===== src/rtl/lvmon_pkg.sv =====
package lvmon_pkg;
  // Register addresses
  localparam int unsigned CTRL_ADDR = 0;
  localparam int unsigned TRIP_ADDR = 1;
  // Control register bit positions
  localparam int unsigned IE_BIT    = 0;
  localparam int unsigned ACK_BIT   = 1;
  localparam int unsigned FLAG_BIT  = 2;
  localparam int unsigned STAT_BIT  = 3;

  typedef enum logic {
    HOLD_IDLE = 1'b0,
    HOLD_RST  = 1'b1
  } hold_state_e;
endpackage


===== src/rtl/lvmon_rstsync.sv =====
module lvmon_rstsync #(
  parameter int unsigned STAGES = 2
) (
  input  logic clk,
  input  logic arst_n,
  output logic srst_n
);
  logic [STAGES-1:0] chain_q;
  logic [STAGES-1:0] chain_d;

  always_comb begin
    chain_d = {chain_q[STAGES-2:0], 1'b1};
  end

  always_ff @(posedge clk or negedge arst_n) begin
    if (!arst_n) chain_q <= '0;
    else         chain_q <= chain_d;
  end

  assign srst_n = chain_q[STAGES-1];
endmodule


===== src/rtl/lvmon_sync.sv =====
module lvmon_sync #(
  parameter int unsigned WIDTH  = 2,
  parameter int unsigned STAGES = 2
) (
  input  logic             clk,
  input  logic             rst_n,
  input  logic [WIDTH-1:0] async_i,
  output logic [WIDTH-1:0] sync_o
);
  for (genvar b = 0; b < WIDTH; b++) begin : g_bit
    logic [STAGES-1:0] stg_q;
    logic [STAGES-1:0] stg_d;

    always_comb begin
      stg_d = {stg_q[STAGES-2:0], async_i[b]};
    end

    always_ff @(posedge clk or negedge rst_n) begin
      if (!rst_n) stg_q <= '0;
      else        stg_q <= stg_d;
    end

    assign sync_o[b] = stg_q[STAGES-1];
  end
endmodule


===== src/rtl/lvmon_hold.sv =====
module lvmon_hold
  import lvmon_pkg::*;
(
  input  logic clk,
  input  logic rst_n,
  input  logic arm_i,     // monitor active and reset allowed
  input  logic below_i,   // synchronised below-falling result
  input  logic above_i,   // synchronised above-rising result
  output logic hold_o,
  output logic hold_next_o
);
  hold_state_e state_q;
  hold_state_e state_d;

  always_comb begin
    state_d = state_q;
    unique case (state_q)
      HOLD_IDLE: if (arm_i && below_i)   state_d = HOLD_RST;
      HOLD_RST:  if (!arm_i || above_i)  state_d = HOLD_IDLE;
      default:                           state_d = HOLD_IDLE;
    endcase
  end

  always_ff @(posedge clk or negedge rst_n) begin
    if (!rst_n) state_q <= HOLD_IDLE;
    else        state_q <= state_d;
  end

  assign hold_o      = (state_q == HOLD_RST);
  assign hold_next_o = (state_d == HOLD_RST);
endmodule


===== src/rtl/lvmon_irq.sv =====
module lvmon_irq (
  input  logic clk,
  input  logic rst_n,
  input  logic status_i,
  input  logic ack_i,
  input  logic ie_wr_i,
  input  logic ie_wdata_i,
  input  logic ie_kill_i,
  output logic flag_o,
  output logic ie_o,
  output logic irq_o
);
  logic status_prev_q;
  logic flag_q, flag_d;
  logic ie_q, ie_d;
  logic toggle;

  assign toggle = status_i ^ status_prev_q;

  always_comb begin
    // a fresh event outranks a simultaneous acknowledge
    flag_d = toggle | (flag_q & ~ack_i);
    ie_d   = ie_q;
    if (ie_wr_i) ie_d = ie_wdata_i;
    if (ie_kill_i) ie_d = 1'b0;
  end

  always_ff @(posedge clk or negedge rst_n) begin
    if (!rst_n) begin
      status_prev_q <= 1'b0;
      flag_q        <= 1'b0;
      ie_q          <= 1'b0;
    end else begin
      status_prev_q <= status_i;
      flag_q        <= flag_d;
      ie_q          <= ie_d;
    end
  end

  assign flag_o = flag_q;
  assign ie_o   = ie_q;
  assign irq_o  = flag_q & ie_q;
endmodule


===== src/rtl/lvmon_ctrl.sv =====
module lvmon_ctrl
  import lvmon_pkg::*;
#(
  parameter int unsigned DATA_W      = 8,
  parameter int unsigned ADDR_W      = 1,
  parameter int unsigned TRIP_W      = 2,
  parameter int unsigned SYNC_STAGES = 2,
  parameter logic [TRIP_W-1:0] TRIP_RST = '0
) (
  input  logic              clk,
  input  logic              por_n,
  input  logic              cmp_below_fall_i,
  input  logic              cmp_above_rise_i,
  input  logic              cfg_pwr_dis,
  input  logic              cfg_rst_dis,
  input  logic              cfg_stop_en,
  input  logic              stop_i,
  input  logic              wr_en,
  input  logic [ADDR_W-1:0] wr_addr,
  input  logic [DATA_W-1:0] wr_data,
  input  logic [ADDR_W-1:0] rd_addr,
  output logic [DATA_W-1:0] rd_data,
  output logic [TRIP_W-1:0] trip_sel_o,
  output logic              irq_o,
  output logic              sys_rst_o,
  output logic              rst_pin_n_o
);
  localparam int unsigned CMP_W = 2;

  logic             rst_n_i;
  logic [CMP_W-1:0] cmp_s;
  logic             below_s, above_s;
  logic             active, status;
  logic             wr_ctrl, wr_trip, ack_wr;
  logic             hold, hold_next;
  logic             flag, irq_en;
  logic [TRIP_W-1:0] trip_q, trip_d;
  logic             unused_wdata;

  lvmon_rstsync #(.STAGES(SYNC_STAGES)) u_rsync (
    .clk    (clk),
    .arst_n (por_n),
    .srst_n (rst_n_i)
  );

  lvmon_sync #(.WIDTH(CMP_W), .STAGES(SYNC_STAGES)) u_sync (
    .clk     (clk),
    .rst_n   (rst_n_i),
    .async_i ({cmp_above_rise_i, cmp_below_fall_i}),
    .sync_o  (cmp_s)
  );
  assign below_s = cmp_s[0];
  assign above_s = cmp_s[1];

  // monitor gating: power-down, or stop mode without permission
  assign active = ~cfg_pwr_dis & ~(stop_i & ~cfg_stop_en);
  assign status = active & below_s;

  assign wr_ctrl = wr_en && (wr_addr == ADDR_W'(CTRL_ADDR));
  assign wr_trip = wr_en && (wr_addr == ADDR_W'(TRIP_ADDR));
  assign ack_wr  = wr_ctrl && wr_data[ACK_BIT];

  lvmon_hold u_hold (
    .clk         (clk),
    .rst_n       (rst_n_i),
    .arm_i       (active & ~cfg_rst_dis),
    .below_i     (below_s),
    .above_i     (above_s),
    .hold_o      (hold),
    .hold_next_o (hold_next)
  );

  lvmon_irq u_irq (
    .clk        (clk),
    .rst_n      (rst_n_i),
    .status_i   (status),
    .ack_i      (ack_wr),
    .ie_wr_i    (wr_ctrl),
    .ie_wdata_i (wr_data[IE_BIT]),
    .ie_kill_i  (hold_next),
    .flag_o     (flag),
    .ie_o       (irq_en),
    .irq_o      (irq_o)
  );

  // trip select: cleared only by power-on reset
  always_comb begin
    trip_d = trip_q;
    if (wr_trip) trip_d = wr_data[TRIP_W-1:0];
  end

  always_ff @(posedge clk or negedge rst_n_i) begin
    if (!rst_n_i) trip_q <= TRIP_RST;
    else          trip_q <= trip_d;
  end

  always_comb begin
    rd_data = '0;
    if (rd_addr == ADDR_W'(CTRL_ADDR)) begin
      rd_data[IE_BIT]   = irq_en;
      rd_data[FLAG_BIT] = flag;
      rd_data[STAT_BIT] = status;
    end else if (rd_addr == ADDR_W'(TRIP_ADDR)) begin
      rd_data[TRIP_W-1:0] = trip_q;
    end
  end

  assign unused_wdata = ^wr_data;

  assign trip_sel_o  = trip_q;
  assign sys_rst_o   = hold;
  assign rst_pin_n_o = ~hold;
endmodule


===== config.mk =====
export PLATFORM = sky130hd
export DESIGN_NAME = lvmon_ctrl
export DESIGN_NICKNAME = d
export VERILOG_FILES = /design/src/rtl/lvmon_pkg.sv /design/src/rtl/lvmon_rstsync.sv /design/src/rtl/lvmon_sync.sv /design/src/rtl/lvmon_hold.sv /design/src/rtl/lvmon_irq.sv /design/src/rtl/lvmon_ctrl.sv
export SDC_FILE = /design/constraint.sdc
export NUM_CORES = 1
export LEC_CHECK = 0
export BUFFER_PORTS_ARGS = -buffer_cell sky130_fd_sc_hd__clkbuf_2
export CAP_MARGIN = 20
export CORE_MARGIN = 1.5
export CORE_UTILIZATION = 35
export CTS_BUF_LIST = sky130_fd_sc_hd__clkbuf_8
export CTS_CLUSTER_SIZE = 28
export DETAILED_ROUTE_END_ITERATION = 10
export PLACE_DENSITY = 0.69
export SLEW_MARGIN = 20
export SYNTH_ARGS = -nofsm -noshare
export SYNTH_HDL_FRONTEND = slang
export SYNTH_SLANG_ARGS = --single-unit

===== constraint.sdc =====
create_clock -name clk -period 1.6 [get_ports clk]
set_clock_uncertainty 0.05 [all_clocks]
set_input_delay 0.24 -clock clk [delete_from_list [all_inputs] [get_ports clk]]
set_output_delay 0.24 -clock clk [all_outputs]
set_load 0.05 [all_outputs]

==> results of run 1 <==
-- routing by layer --
layer | vias up | part of all wire | track usage | wire length (um)
met4 | 0 | 0 | 0.07258 | 0
met3 | 0 | 0.11 | 0.06522 | 88
li1 | 172 | - | - | -
met2 | 20 | 0.49 | 0.1914 | 402
met5 | - | 0 | 0 | 0
met1 | 156 | 0.41 | 0.1246 | 335
-- final cells by class --
| type | count | share of cell area |
|---|---|---|
| clock buffers | 4 | 0.08059 |
| inverters | 1 | 0.005495 |
| multi-input cells | 27 | 0.2784 |
| flip-flops and latches | 12 | 0.4396 |
| well taps | 15 | 0.02747 |
| repair buffers | 22 | 0.1685 |
-- power by group through the flow --
| stage | logic, uW | clock network [uW] | registers, uW |
|---|---|---|---|
| 4_1_cts | 201 | 330 | 348 |
| 2_1_floorplan | 129 | 0 | 379 |
| 5_1_grt | 213 | 350 | 351 |
| 3_5_place_dp | 198 | 0 | 353 |
| 3_3_place_gp | 196 | 0 | 351 |
| 6_report | 199 | 322 | 347 |
-- sequential cells by signal, indices dropped and copies added, names as in the netlist --
register and count:
u_hold.hold_o 1, trip_sel_o 2, u_irq.flag_o 1, u_sync.g_bit.stg_q 4, u_irq.status_prev_q 1, u_irq.ie_o 1, u_rsync.chain_q 2
-- synthesized netlist by cell type --
cell	instances	area, um^2
sky130_fd_sc_hd__a21bo_2	1	10.01
sky130_fd_sc_hd__and2_1	2	12.51
sky130_fd_sc_hd__and4bb_4	1	16.27
sky130_fd_sc_hd__buf_4	4	30.03
sky130_fd_sc_hd__conb_1	2	7.510
sky130_fd_sc_hd__dfrtp_1	12	300.3
sky130_fd_sc_hd__inv_1	1	3.750
sky130_fd_sc_hd__mux2_1	2	22.52
sky130_fd_sc_hd__mux2_2	1	11.26
sky130_fd_sc_hd__mux2i_1	1	10.01
sky130_fd_sc_hd__nand2_1	2	7.510
sky130_fd_sc_hd__nand2b_4	1	13.76
sky130_fd_sc_hd__nand3_1	1	5.000
sky130_fd_sc_hd__nor2_1	4	15.01
sky130_fd_sc_hd__nor2b_1	2	12.51
sky130_fd_sc_hd__nor2b_4	1	13.76
sky130_fd_sc_hd__nor3_1	1	5.000
sky130_fd_sc_hd__o21ai_0	1	5.000
sky130_fd_sc_hd__or3_1	1	6.260
-- final timing paths --
path	start	to	slack (ns)	cells past startpoint
worst max-delay path	u_irq.ie_o$_DFFE_PN0P_	rd_data[0]	0.20	2
worst min-delay path	cmp_below_fall_i	u_sync.g_bit[0].stg_q[0]$_DFF_PN0_	0.06	1
worst max register to register	u_sync.g_bit[0].stg_q[1]$_DFF_PN0_	u_irq.flag_o$_DFF_PN0_	0.61	3
worst min register to register	u_rsync.chain_q[1]$_DFF_PN0_	u_sync.g_bit[1].stg_q[0]$_DFF_PN0_	0.11	0
max in group asynchronous	u_rsync.chain_q[1]$_DFF_PN0_	u_sync.g_bit[1].stg_q[1]$_DFF_PN0_	1.10	0
min in group asynchronous	u_rsync.chain_q[1]$_DFF_PN0_	u_sync.g_bit[1].stg_q[0]$_DFF_PN0_	0.11	0
-- cell families after synthesis --
| group | after synthesis |
|---|---|
| compound gates | 2 |
| buf+inv | 5 |
| flops | 12 |
| mux | 4 |
| simple gates | 16 |
| other cells | 2 |
-- metrics by stage --
| step | utilization | worst slack, ns | hold WS, ns |
|---|---|---|---|
| after detailed placement | 0.4634 | 0.3622 | -0.02368 |
| final | 0.5122 | 0.1989 | 0.06001 |
| after global placement | 0.4634 | 0.3648 | -0.02359 |
| after floorplan | - | 0.1933 | -0.1056 |
| after global routing | 0.5122 | 0.1463 | 0.04360 |
| after CTS | 0.5122 | 0.1863 | 0.05249 |
-- worst register-to-register path: cells and delay by family, from the launching register on --
| kind | cells | cell delay, ns |
|---|---|---|
| and+or+nand+nor | 3 | 0.48 |
| DFF | 1 | 0.40 |
==> metrics.json, run 1 <==
{
  "wl_per_cell": {"value": 10.20, "unit": "um"},
  "powerDensity": {"value": 1271, "unit": "nW/um^2"},
  "ant_nets": {"value": 0},
  "postCtsSetupBuffers": {"value": 0},
  "p_sw": {"value": 265.2, "unit": "uW"},
  "post-route-min-period": {"value": 1.401, "unit": "ns"},
  "largest_net_degree_at_the_start_of_global_routing": {"value": 11},
  "layout.cells.most_common_list": {"value": "21 x sky130_fd_sc_hd__clkbuf_2, 12 x sky130_fd_sc_hd__dfrtp_1, 5 x sky130_fd_sc_hd__conb_1"},
  "synth_compound_gate_area_share": {"value": 0.02956},
  "crit_fanout": {"value": 3},
  "p_sw_frac": {"value": 0.3055},
  "portBuffers": {"value": 21},
  "finalSetupViolations": {"value": 0},
  "multi_input_area": {"value": 190.2, "unit": "um^2"},
  "final_period_utilization": {"value": 0.8757},
  "register_area": {"value": 300.3, "unit": "um^2"},
  "final_common_cell": {"value": "sky130_fd_sc_hd__clkbuf_2"},
  "cts-htree-levels": {"value": 1},
  "yosys_register_bits": {"value": 12},
  "die-area": {"value": 1689, "unit": "um^2"},
  "critical_path.cell_chain": {"value": "mux2_2 -> clkbuf_2"},
  "cell_internal_power": {"value": 602.8, "unit": "uW"},
  "finish.instance_area": {"value": 683.2, "unit": "um^2"},
  "route.detailed.vias_per_inst": {"value": 4.296},
  "insertion_delay": {"value": 0.23, "unit": "ns"},
  "share_of_final_layout_standard_cells_stronger_than_drive_strength_1": {"value": 0.4697},
  "start_util": {"value": 0.3809},
  "routed_wl": {"value": 826, "unit": "um"},
  "synthMuxAreaShare": {"value": 0.08621},
  "clock.fmax": {"value": 713.7, "unit": "MHz"},
  "synth_xor_area_frac": {"value": 0},
  "power": {"value": 868.0, "unit": "uW"},
  "final_net_count": {"value": 86},
  "worstHoldPathType": {"value": "primary input to flip-flop"},
  "yosys.area_share.adder": {"value": 0},
  "setup_total_negative_slack": {"value": 0, "unit": "ns"},
  "timing.final.hold_violations": {"value": 0},
  "cts.reportedPaths.clkPinSlew": {"value": 0.05, "unit": "ns"},
  "worst-path-buf-inv": {"value": 1},
  "cts_hold_buf": {"value": 1},
  "globalRouteOverflowTotal": {"value": 0},
  "dominant_combinational_cell_family_by_area_after_synthesis": {"value": "simple AND/OR/NAND/NOR gates"},
  "dp_hpwl": {"value": 672.9, "unit": "um"},
  "initial_antenna_violation_count": {"value": 0},
  "via_count_of_the_first_global_routing_pass": {"value": 302},
  "grt.total_usage": {"value": 0.1209},
  "report.final.slew_viol_count": {"value": 0},
  "leakage": {"value": 0.0003520, "unit": "uW"},
  "rows": {"value": 13},
  "rsz0062_at_grt": {"value": "no"},
  "dr.first_iter.drc_count": {"value": 1},
  "area_delta_synth_final": {"value": 34.48, "unit": "%"},
  "critical_path_class": {"value": "flip-flop to primary output"},
  "clk_path_buf_depth": {"value": 2},
  "netlist_instances": {"value": 41},
  "share_clk_of_total_power": {"value": 0.371},
  "crit_family": {"value": "flip-flops"},
  "place_area": {"value": 618.1, "unit": "um^2"},
  "dr.pass1.iters": {"value": 2},
  "numCtsBuffers": {"value": 3},
  "endpoint_kind": {"value": "primary output"},
  "total_number_of_vias": {"value": 348},
  "worst-endpoint-required": {"value": 1.31, "unit": "ns"},
  "boundaryPins": {"value": 32},
  "power.combinational.fraction": {"value": 0.229},
  "detail_route.drc_violations": {"value": 0},
  "place_inst": {"value": 76},
  "die_w": {"value": 41.10, "unit": "um"},
  "yosys.area_share.simple": {"value": 0.2118},
  "crit_slowest_cell": {"value": "sky130_fd_sc_hd__dfrtp_1"},
  "seqPwrFrac": {"value": 0.400},
  "num-fill-cells": {"value": 141},
  "chipHeight": {"value": 41.10, "unit": "um"},
  "seq_area_frac_synth": {"value": 0.5911},
  "gp_routability_congestion": {"value": 0.7030},
  "vdd_drop_max": {"value": 0.0008548, "unit": "V"},
  "antenna_cells": {"value": 0},
  "mappedNetlistArea": {"value": 508.0, "unit": "um^2"},
  "timing.max_cap.violations": {"value": 0},
  "status": {"value": "complete, no violations"},
  "final-instance-count-excl-fill": {"value": 81},
  "critical-path-max-stage-delay": {"value": 0.38, "unit": "ns"},
  "cts_tree": {"value": "done"},
  "yosysWarnings": {"value": 0},
  "synth.distinct_cells": {"value": 19},
  "coreArea": {"value": 1334, "unit": "um^2"},
  "clkSinkCount": {"value": 12},
  "cts_resized": {"value": 0},
  "ctsRootBufferMaster": {"value": "sky130_fd_sc_hd__clkbuf_8"},
  "critPathLaunchType": {"value": "flip-flop"},
  "global_route_wire_length_before_repair": {"value": 1200, "unit": "um"},
  "timing.critical_path.arrival": {"value": 1.11, "unit": "ns"},
  "synth.avg_cell_area": {"value": 12.39, "unit": "um^2"}
}
No activity file was read; power rests on OpenSTA's default activity.
==> run 2, diff against run 1 <==
--- a/config.mk
+++ b/config.mk
@@ -5,6 +5,7 @@
 export SDC_FILE = /design/constraint.sdc
 export NUM_CORES = 1
 export LEC_CHECK = 0
+export ABC_AREA = 1
 export BUFFER_PORTS_ARGS = -buffer_cell sky130_fd_sc_hd__clkbuf_2
 export CAP_MARGIN = 20
 export CORE_MARGIN = 1.5
==> metrics.json, run 2 <==
{
  "status": {"value": "complete, no violations"},
  "ys.flop_type": {"value": "sky130_fd_sc_hd__dfrtp_1"},
  "vdd_drop_max": {"value": 0.0005138, "unit": "V", "change": "-40%"},
  "mappedNetlistArea": {"value": 510.5, "unit": "um^2", "change": "+0.49%"},
  "powerDensity": {"value": 1185, "unit": "nW/um^2", "change": "-6.7%"},
  "ff_to_ff_start": {"value": "u_hold.hold_o$_DFF_PN0_"},
  "yosysWarnings": {"value": 0, "change": "unchanged"},
  "die_w": {"value": 41.19, "unit": "um", "change": "+0.23%"},
  "postCtsSetupBuffers": {"value": 0, "change": "unchanged"},
  "route.detailed.vias_per_inst": {"value": 4.095, "change": "-4.7%"},
  "yosys.area.top_type_share": {"value": 0.5882, "change": "-0.002898"},
  "synth.top_cells.by_count": {"value": "12 x sky130_fd_sc_hd__dfrtp_1, 11 x sky130_fd_sc_hd__inv_1, 11 x sky130_fd_sc_hd__nand2_1"},
  "yosys_register_bits": {"value": 12, "change": "unchanged"},
  "critical-path-max-stage-delay": {"value": 0.39, "unit": "ns", "change": "about the same"},
  "boundaryPins": {"value": 32, "change": "unchanged"},
  "synth.distinct_cells": {"value": 14, "change": "-5"},
  "die-area": {"value": 1697, "unit": "um^2", "change": "+0.46%"},
  "via_count_of_the_first_global_routing_pass": {"value": 344, "change": "+14%"},
  "antenna_cells": {"value": 0, "change": "unchanged"},
  "initial_antenna_violation_count": {"value": 0, "change": "unchanged"},
  "seq_area_frac_synth": {"value": 0.5882, "change": "-0.002898"},
  "ctsRootBufferMaster": {"value": "sky130_fd_sc_hd__clkbuf_8"},
  "share_of_final_layout_standard_cells_stronger_than_drive_strength_1": {"value": 0.3500, "change": "-0.1197"},
  "total_number_of_vias": {"value": 389, "change": "+12%"},
  "final_period_utilization": {"value": 0.9033, "change": "+0.02760"},
  "reg2reg_to": {"value": "u_irq.ie_o$_DFFE_PN0P_"},
  "clk_path_buf_depth": {"value": 2, "change": "unchanged"},
  "rows": {"value": 13, "change": "unchanged"},
  "dr.pass1.iters": {"value": 2, "change": "unchanged"},
  "cts_hold_buf": {"value": 1, "change": "unchanged"},
  "detail_route.drc_violations": {"value": 0, "change": "unchanged"},
  "critical_path_class": {"value": "flip-flop to primary output"},
  "crit_slowest_cell": {"value": "sky130_fd_sc_hd__dfrtp_1"},
  "insertion_delay": {"value": 0.24, "unit": "ns", "change": "about the same"},
  "dp_hpwl": {"value": 661.2, "unit": "um", "change": "-1.7%"},
  "cts_resized": {"value": 0, "change": "unchanged"},
  "wl_per_cell": {"value": 8.442, "unit": "um", "change": "-17%"},
  "globalRouteOverflowTotal": {"value": 0, "change": "unchanged"},
  "post_synth_main_area_contributors": {"value": "sky130_fd_sc_hd__dfrtp_1 59%, sky130_fd_sc_hd__inv_1 8.1%, sky130_fd_sc_hd__nand2_1 8.1%"},
  "netlist_instances": {"value": 56, "change": "+37%"},
  "endpoint_of_the_worst_hold_path": {"value": "u_sync.g_bit[0].stg_q[0]$_DFF_PN0_"},
  "startpoint": {"value": "trip_sel_o[0]$_DFFE_PN0P_"},
  "ant_nets": {"value": 0, "change": "unchanged"},
  "cts_tree": {"value": "done"},
  "post-synth-top-area-cell": {"value": "sky130_fd_sc_hd__dfrtp_1"},
  "report.final.slew_viol_count": {"value": 0, "change": "unchanged"},
  "timing.critical_path.arrival": {"value": 1.16, "unit": "ns", "change": "+0.05 ns"},
  "hold_path.startpoint": {"value": "cmp_below_fall_i"},
  "final_net_count": {"value": 101, "change": "+17%"},
  "async_flop_share": {"value": 1.000, "change": "unchanged"},
  "worst_hold_path_depth": {"value": 1, "change": "unchanged"},
  "routed_wl": {"value": 802, "unit": "um", "change": "-2.9%"},
  "finish.instance_area": {"value": 666.9, "unit": "um^2", "change": "-2.4%"},
  "global_route_wire_length_before_repair": {"value": 1242, "unit": "um", "change": "+3.5%"},
  "worst-endpoint-required": {"value": 1.31, "unit": "ns", "change": "about the same"},
  "portBuffers": {"value": 21, "change": "unchanged"},
  "cts.reportedPaths.clkPinSlew": {"value": 0.05, "unit": "ns", "change": "about the same"},
  "max_reg_flops": {"value": 4, "change": "unchanged"},
  "final_common_cell": {"value": "sky130_fd_sc_hd__clkbuf_2"},
  "numCtsBuffers": {"value": 3, "change": "unchanged"},
  "final-instance-count-excl-fill": {"value": 95, "change": "+17%"},
  "timing.final.hold_violations": {"value": 0, "change": "unchanged"},
  "largest_net_degree_at_the_start_of_global_routing": {"value": 11, "change": "unchanged"},
  "worstHoldPathType": {"value": "primary input to flip-flop"},
  "chipHeight": {"value": 41.19, "unit": "um", "change": "+0.23%"},
  "largest_register": {"value": "u_sync.g_bit.stg_q"},
  "clkSinkCount": {"value": 12, "change": "unchanged"},
  "num-fill-cells": {"value": 143, "change": "+1.4%"},
  "most_numerous_cell_in_the_yosys_netlist": {"value": "sky130_fd_sc_hd__dfrtp_1"},
  "gp_routability_congestion": {"value": 0.6388, "change": "-9.1%"},
  "synth.avg_cell_area": {"value": 9.116, "unit": "um^2", "change": "-26%"},
  "critPathLaunchType": {"value": "flip-flop"},
  "timing.max_cap.violations": {"value": 0, "change": "unchanged"},
  "grt.total_usage": {"value": 0.1239, "change": "+0.002997"},
  "start_util": {"value": 0.3827, "change": "+0.001877"},
  "endpoint_kind": {"value": "primary output"},
  "crit_fanout": {"value": 3, "change": "unchanged"},
  "synth_enable_flop_cells": {"value": 0, "change": "unchanged"},
  "area_delta_synth_final": {"value": 30.64, "unit": "%"},
  "setup_total_negative_slack": {"value": 0, "unit": "ns", "change": "unchanged"},
  "critical_path.cell_chain": {"value": "mux2_1 -> clkbuf_2"},
  "clock.fmax": {"value": 691.9, "unit": "MHz", "change": "-3.1%"},
  "dr.first_iter.drc_count": {"value": 1, "change": "unchanged"},
  "worst-r2r-setup-slack": {"value": 0.72, "unit": "ns", "change": "+0.11 ns"},
  "rsz0062_at_grt": {"value": "no"},
  "worst_r2r_path_depth": {"value": 4, "change": "+1"},
  "layout.cells.most_common_list": {"value": "21 x sky130_fd_sc_hd__clkbuf_2, 12 x sky130_fd_sc_hd__dfrtp_1, 11 x sky130_fd_sc_hd__inv_1, 11 x sky130_fd_sc_hd__nand2_1"},
  "coreArea": {"value": 1334, "unit": "um^2", "change": "unchanged"},
  "leakage": {"value": 0.0003964, "unit": "uW", "change": "+13%"},
  "place_area": {"value": 615.6, "unit": "um^2", "change": "-0.40%"},
  "cts-htree-levels": {"value": 1, "change": "unchanged"},
  "postLayoutCoreUtil": {"value": 0.5000, "change": "-0.01219"},
  "place_inst": {"value": 91, "change": "+20%"},
  "finalSetupViolations": {"value": 0, "change": "unchanged"},
  "post-route-min-period": {"value": 1.445, "unit": "ns", "change": "+0.04416 ns"}
}
## run 2: worst max path at each step
stage / end / slack [ns] / cells after the start
6_report: rd_data[0] / 0.15 / 2
5_1_grt: rd_data[0] / 0.11 / 2
4_1_cts: rd_data[0] / 0.15 / 2
3_5_place_dp: rd_data[3] / 0.37 / 6
3_3_place_gp: rd_data[3] / 0.39 / 6
2_1_floorplan: rd_data[0] / 0.19 / 1
## run 2: layout make-up
type	instances	area (um^2)	share of cell area
flip-flops and latches	12	300.3	0.4503
clock buffers	3	41.29	0.06191
multi-input cells	31	146.4	0.2195
inverters	12	45.04	0.06754
well taps	15	18.77	0.02814
repair buffers	22	115.1	0.1726
## run 2: worst max-delay path: cells and delay by family (launching register included)
| kind | cells | cell delay [ns] |
|---|---|---|
| buffers and inverters | 1 | 0.24 |
| multiplexers | 1 | 0.29 |
| flip-flops | 1 | 0.39 |
## run 2: logic make-up (layout without fill, tap and decap cells)
logic type / after synthesis / count (layout) / share of synthesized area
mux: 1 / 1 / 0.02206
buf+inv: 16 / 37 / 0.1471
flops: 12 / 12 / 0.5882
other cells: 2 / 5 / 0.01471
compound gates: 3 / 3 / 0.03432
simple gates: 22 / 22 / 0.1936
## run 2: where the power goes
group | internal, uW | total, uW | switching [uW]
Sequential | 327 | 344 | 17.1
Combinational | 44.9 | 180 | 135
Clock | 165 | 266 | 101
Total | 537 | 790 | 253
## run 2: routing by layer
metal	routed length (um)	vias up	GRT usage	share of wire
li1	-	205	-	-
met1	326	169	0.1164	0.41
met2	414	13	0.2109	0.52
met3	54	2	0.06522	0.067
met4	7	0	0.07258	0.0087
met5	0	-	0	0
## run 2: metrics by stage
step / hold slack (ns) / setup WS [ns] / power (uW)
2_1_floorplan: -0.1056 / 0.1881 / 489.4
3_3_place_gp: -0.02433 / 0.3857 / 525.8
3_5_place_dp: -0.02291 / 0.3704 / 530.1
4_1_cts: 0.05840 / 0.1453 / 797.3
5_1_grt: 0.05265 / 0.1087 / 827.3
6_report: 0.06293 / 0.1547 / 790.1
==> run 3, diff against run 2 <==
--- a/config.mk
+++ b/config.mk
@@ -8,12 +8,12 @@
 export ABC_AREA = 1
 export BUFFER_PORTS_ARGS = -buffer_cell sky130_fd_sc_hd__clkbuf_2
 export CAP_MARGIN = 20
-export CORE_MARGIN = 1.5
-export CORE_UTILIZATION = 35
+export CORE_AREA = 2 2 39 41
 export CTS_BUF_LIST = sky130_fd_sc_hd__clkbuf_8
 export CTS_CLUSTER_SIZE = 28
 export DETAILED_ROUTE_END_ITERATION = 10
-export PLACE_DENSITY = 0.69
+export DIE_AREA = 0 0 41 43
+export PLACE_DENSITY = 0.74
 export SLEW_MARGIN = 20
 export SYNTH_ARGS = -nofsm -noshare
 export SYNTH_HDL_FRONTEND = slang
==> metrics.json, run 3 (same netlist as run 2, synthesis figures left out) <==
{
  "critical-path-max-stage-delay": {"value": 0.40, "unit": "ns", "change": "about the same"},
  "dr.first_iter.drc_count": {"value": 6, "change": "+5"},
  "worst_r2r_path_depth": {"value": 4, "change": "unchanged"},
  "cts.reportedPaths.clkPinSlew": {"value": 0.05, "unit": "ns", "change": "about the same"},
  "timing.final.hold_violations": {"value": 0, "change": "unchanged"},
  "via_count_of_the_first_global_routing_pass": {"value": 349, "change": "+1.5%"},
  "rows": {"value": 14, "change": "+1"},
  "global_route_wire_length_before_repair": {"value": 1331, "unit": "um", "change": "+7.2%"},
  "setup_total_negative_slack": {"value": 0, "unit": "ns", "change": "unchanged"},
  "final_period_utilization": {"value": 0.9015, "change": "-0.001794"},
  "cell_internal_power": {"value": 536.3, "unit": "uW", "change": "-0.12%"},
  "max_reg_flops": {"value": 4, "change": "unchanged"},
  "worstHoldPathType": {"value": "primary input to flip-flop"},
  "report.final.slew_viol_count": {"value": 0, "change": "unchanged"},
  "coreArea": {"value": 1384, "unit": "um^2", "change": "+3.8%"},
  "vdd_drop_max": {"value": 0.0005154, "unit": "V", "change": "+0.30%"},
  "p_sw_frac": {"value": 0.3132, "change": "-0.007276"},
  "reg2reg_to": {"value": "u_irq.ie_o$_DFFE_PN0P_"},
  "final_common_cell": {"value": "sky130_fd_sc_hd__clkbuf_2"},
  "routed_wl": {"value": 832, "unit": "um", "change": "+3.7%"},
  "layout.cells.most_common_list": {"value": "21 x sky130_fd_sc_hd__clkbuf_2, 12 x sky130_fd_sc_hd__dfrtp_1, 11 x sky130_fd_sc_hd__inv_1, 11 x sky130_fd_sc_hd__nand2_1"},
  "timing.critical_path.arrival": {"value": 1.15, "unit": "ns", "change": "about the same"},
  "top_layer_used": {"value": "met4"},
  "post-route-worst-setup-slack": {"value": 0.1576, "unit": "ns", "change": "+0.002870 ns"},
  "start_util": {"value": 0.3689, "change": "-0.01384"},
  "timing.max_cap.violations": {"value": 0, "change": "unchanged"},
  "numCtsBuffers": {"value": 3, "change": "unchanged"},
  "leakage": {"value": 0.0003964, "unit": "uW", "change": "unchanged"},
  "die-area": {"value": 1763, "unit": "um^2", "change": "+3.9%"},
  "share_of_final_layout_standard_cells_stronger_than_drive_strength_1": {"value": 0.3500, "change": "unchanged"},
  "crit_slowest_cell": {"value": "sky130_fd_sc_hd__dfrtp_1"},
  "finalSetupViolations": {"value": 0, "change": "unchanged"},
  "largest_register": {"value": "u_sync.g_bit.stg_q"},
  "total_number_of_vias": {"value": 401, "change": "+3.1%"},
  "final-instance-count-excl-fill": {"value": 96, "change": "+1.1%"},
  "status": {"value": "complete, no violations"},
  "crit_end": {"value": "rd_data[0]"},
  "critical_path.cell_chain": {"value": "mux2_1 -> clkbuf_2"},
  "clk_path_buf_depth": {"value": 2, "change": "unchanged"},
  "crit_fanout": {"value": 3, "change": "unchanged"},
  "largest_net_degree_at_the_start_of_global_routing": {"value": 11, "change": "unchanged"},
  "detailroute.wirelength.met3": {"value": 67, "unit": "um", "change": "+24%"},
  "endpoint_kind": {"value": "primary output"},
  "cts-htree-levels": {"value": 1, "change": "unchanged"},
  "insertion_delay": {"value": 0.23, "unit": "ns", "change": "about the same"},
  "place_inst": {"value": 92, "change": "+1.1%"},
  "post-place-ws": {"value": 0.3628, "unit": "ns", "change": "-0.007566 ns"},
  "cts_tree": {"value": "done"},
  "die_w": {"value": 41, "unit": "um", "change": "-0.46%"},
  "detail_route.drc_violations": {"value": 0, "change": "unchanged"},
  "clock.fmax": {"value": 693.3, "unit": "MHz", "change": "+0.20%"},
  "route.detailed.vias_per_inst": {"value": 4.177, "change": "+2.0%"},
  "cts_resized": {"value": 0, "change": "unchanged"},
  "portBuffers": {"value": 21, "change": "unchanged"},
  "p_sw": {"value": 244.5, "unit": "uW", "change": "-3.4%"},
  "ff_to_ff_start": {"value": "u_hold.hold_o$_DFF_PN0_"},
  "clkSinkCount": {"value": 12, "change": "unchanged"},
  "area_delta_synth_final": {"value": 30.88, "unit": "%"},
  "critical_path_class": {"value": "flip-flop to primary output"},
  "routedLengthMet1": {"value": 356, "unit": "um", "change": "+9.2%"},
  "gp_routability_congestion": {"value": 0.7234, "change": "+13%"},
  "grt.total_usage": {"value": 0.1172, "change": "-0.006700"},
  "startpoint": {"value": "u_irq.ie_o$_DFFE_PN0P_"},
  "detailroute.wirelength.met2": {"value": 395, "unit": "um", "change": "-4.6%"},
  "power": {"value": 780.8, "unit": "uW", "change": "-1.2%"},
  "boundaryPins": {"value": 32, "change": "unchanged"},
  "antenna_cells": {"value": 0, "change": "unchanged"},
  "initial_antenna_violation_count": {"value": 0, "change": "unchanged"},
  "rsz0062_at_grt": {"value": "no"},
  "seqPwrFrac": {"value": 0.442, "change": "+0.007"},
  "critPathLaunchType": {"value": "flip-flop"},
  "worst-r2r-setup-slack": {"value": 0.72, "unit": "ns", "change": "about the same"},
  "dp_hpwl": {"value": 684.8, "unit": "um", "change": "+3.6%"},
  "share_clk_of_total_power": {"value": 0.327, "change": "-0.010"},
  "globalRouteOverflowTotal": {"value": 0, "change": "unchanged"},
  "powerDensity": {"value": 1169, "unit": "nW/um^2", "change": "-1.4%"},
  "dr.pass1.iters": {"value": 2, "change": "unchanged"},
  "chipHeight": {"value": 43, "unit": "um", "change": "+4.4%"},
  "ant_nets": {"value": 0, "change": "unchanged"},
  "ctsRootBufferMaster": {"value": "sky130_fd_sc_hd__clkbuf_8"},
  "power.combinational.fraction": {"value": 0.231, "change": "+0.003"},
  "final_net_count": {"value": 101, "change": "unchanged"},
  "wl_per_cell": {"value": 8.667, "unit": "um", "change": "+2.7%"},
  "post-route-min-period": {"value": 1.442, "unit": "ns", "change": "-0.002870 ns"},
  "worst-endpoint-required": {"value": 1.31, "unit": "ns", "change": "about the same"}
}
run 3: cell counts in the layout (fill, tap and decap cells not counted):
No cell type changed its count.
run 3: power by group through the flow:
stage / combinational, uW / clock, uW / sequential [uW]
after floorplan: 118 / 0 / 372
after global placement: 177 / 0 / 349
after detailed placement: 180 / 0 / 350
after CTS: 182 / 265 / 345
after global routing: 194 / 286 / 348
final: 180 / 256 / 345
run 3: how the worst min path moves through the flow:
stage	slack, ns	startpoint	cells past startpoint	end
floorplan	-0.11	por_n	0	u_rsync.chain_q[0]$_DFF_PN0_
global placement	-0.02	por_n	1	u_rsync.chain_q[0]$_DFF_PN0_
detailed placement	-0.02	por_n	1	u_rsync.chain_q[0]$_DFF_PN0_
CTS	0.06	cmp_below_fall_i	1	u_sync.g_bit[0].stg_q[0]$_DFF_PN0_
global route	0.06	cmp_above_rise_i	1	u_sync.g_bit[1].stg_q[0]$_DFF_PN0_
finish	0.06	cmp_below_fall_i	1	u_sync.g_bit[0].stg_q[0]$_DFF_PN0_
run 3: area by class of cell:
class	count	area [um^2]
Timing Repair Buffer	22	115.1
Inverter	12	45.04
Fill cell	137	715.7
Sequential cell	12	300.3
Clock buffer	3	41.29
Tap cell	16	20.02
Multi-Input combinational cell	31	146.4
run 3: worst max-delay path: cells and delay by family, from the launching register on:
| kind | cells | cell delay, ns |
|---|---|---|
| flip-flops | 1 | 0.40 |
| multiplexers | 1 | 0.29 |
| buffers and inverters | 1 | 0.24 |
run 3: metal layers:
layer  GRT usage  vias to the layer above
li1            -                      206
met1      0.1458                      175
met2      0.1594                       16
met3     0.04712                        4
met4     0.08000                        0
met5           0                        -
run 3: timing repair:
| item | CTS | global route |
|---|---|---|
| buffers inserted | 0 | 0 |
| hold endpoints to repair | 2 | 0 |
| hold buffers | 1 | 0 |
run 3: metrics by stage:
step / cell area [um^2] / hold WS (ns) / util
floorplan: 521.8 / -0.1056 / -
global placement: 616.8 / -0.02381 / 0.4458
detailed placement: 616.8 / -0.02140 / 0.4458
CTS: 668.1 / 0.05997 / 0.4828
global route: 668.1 / 0.05732 / 0.4828
finish: 668.1 / 0.06383 / 0.4828
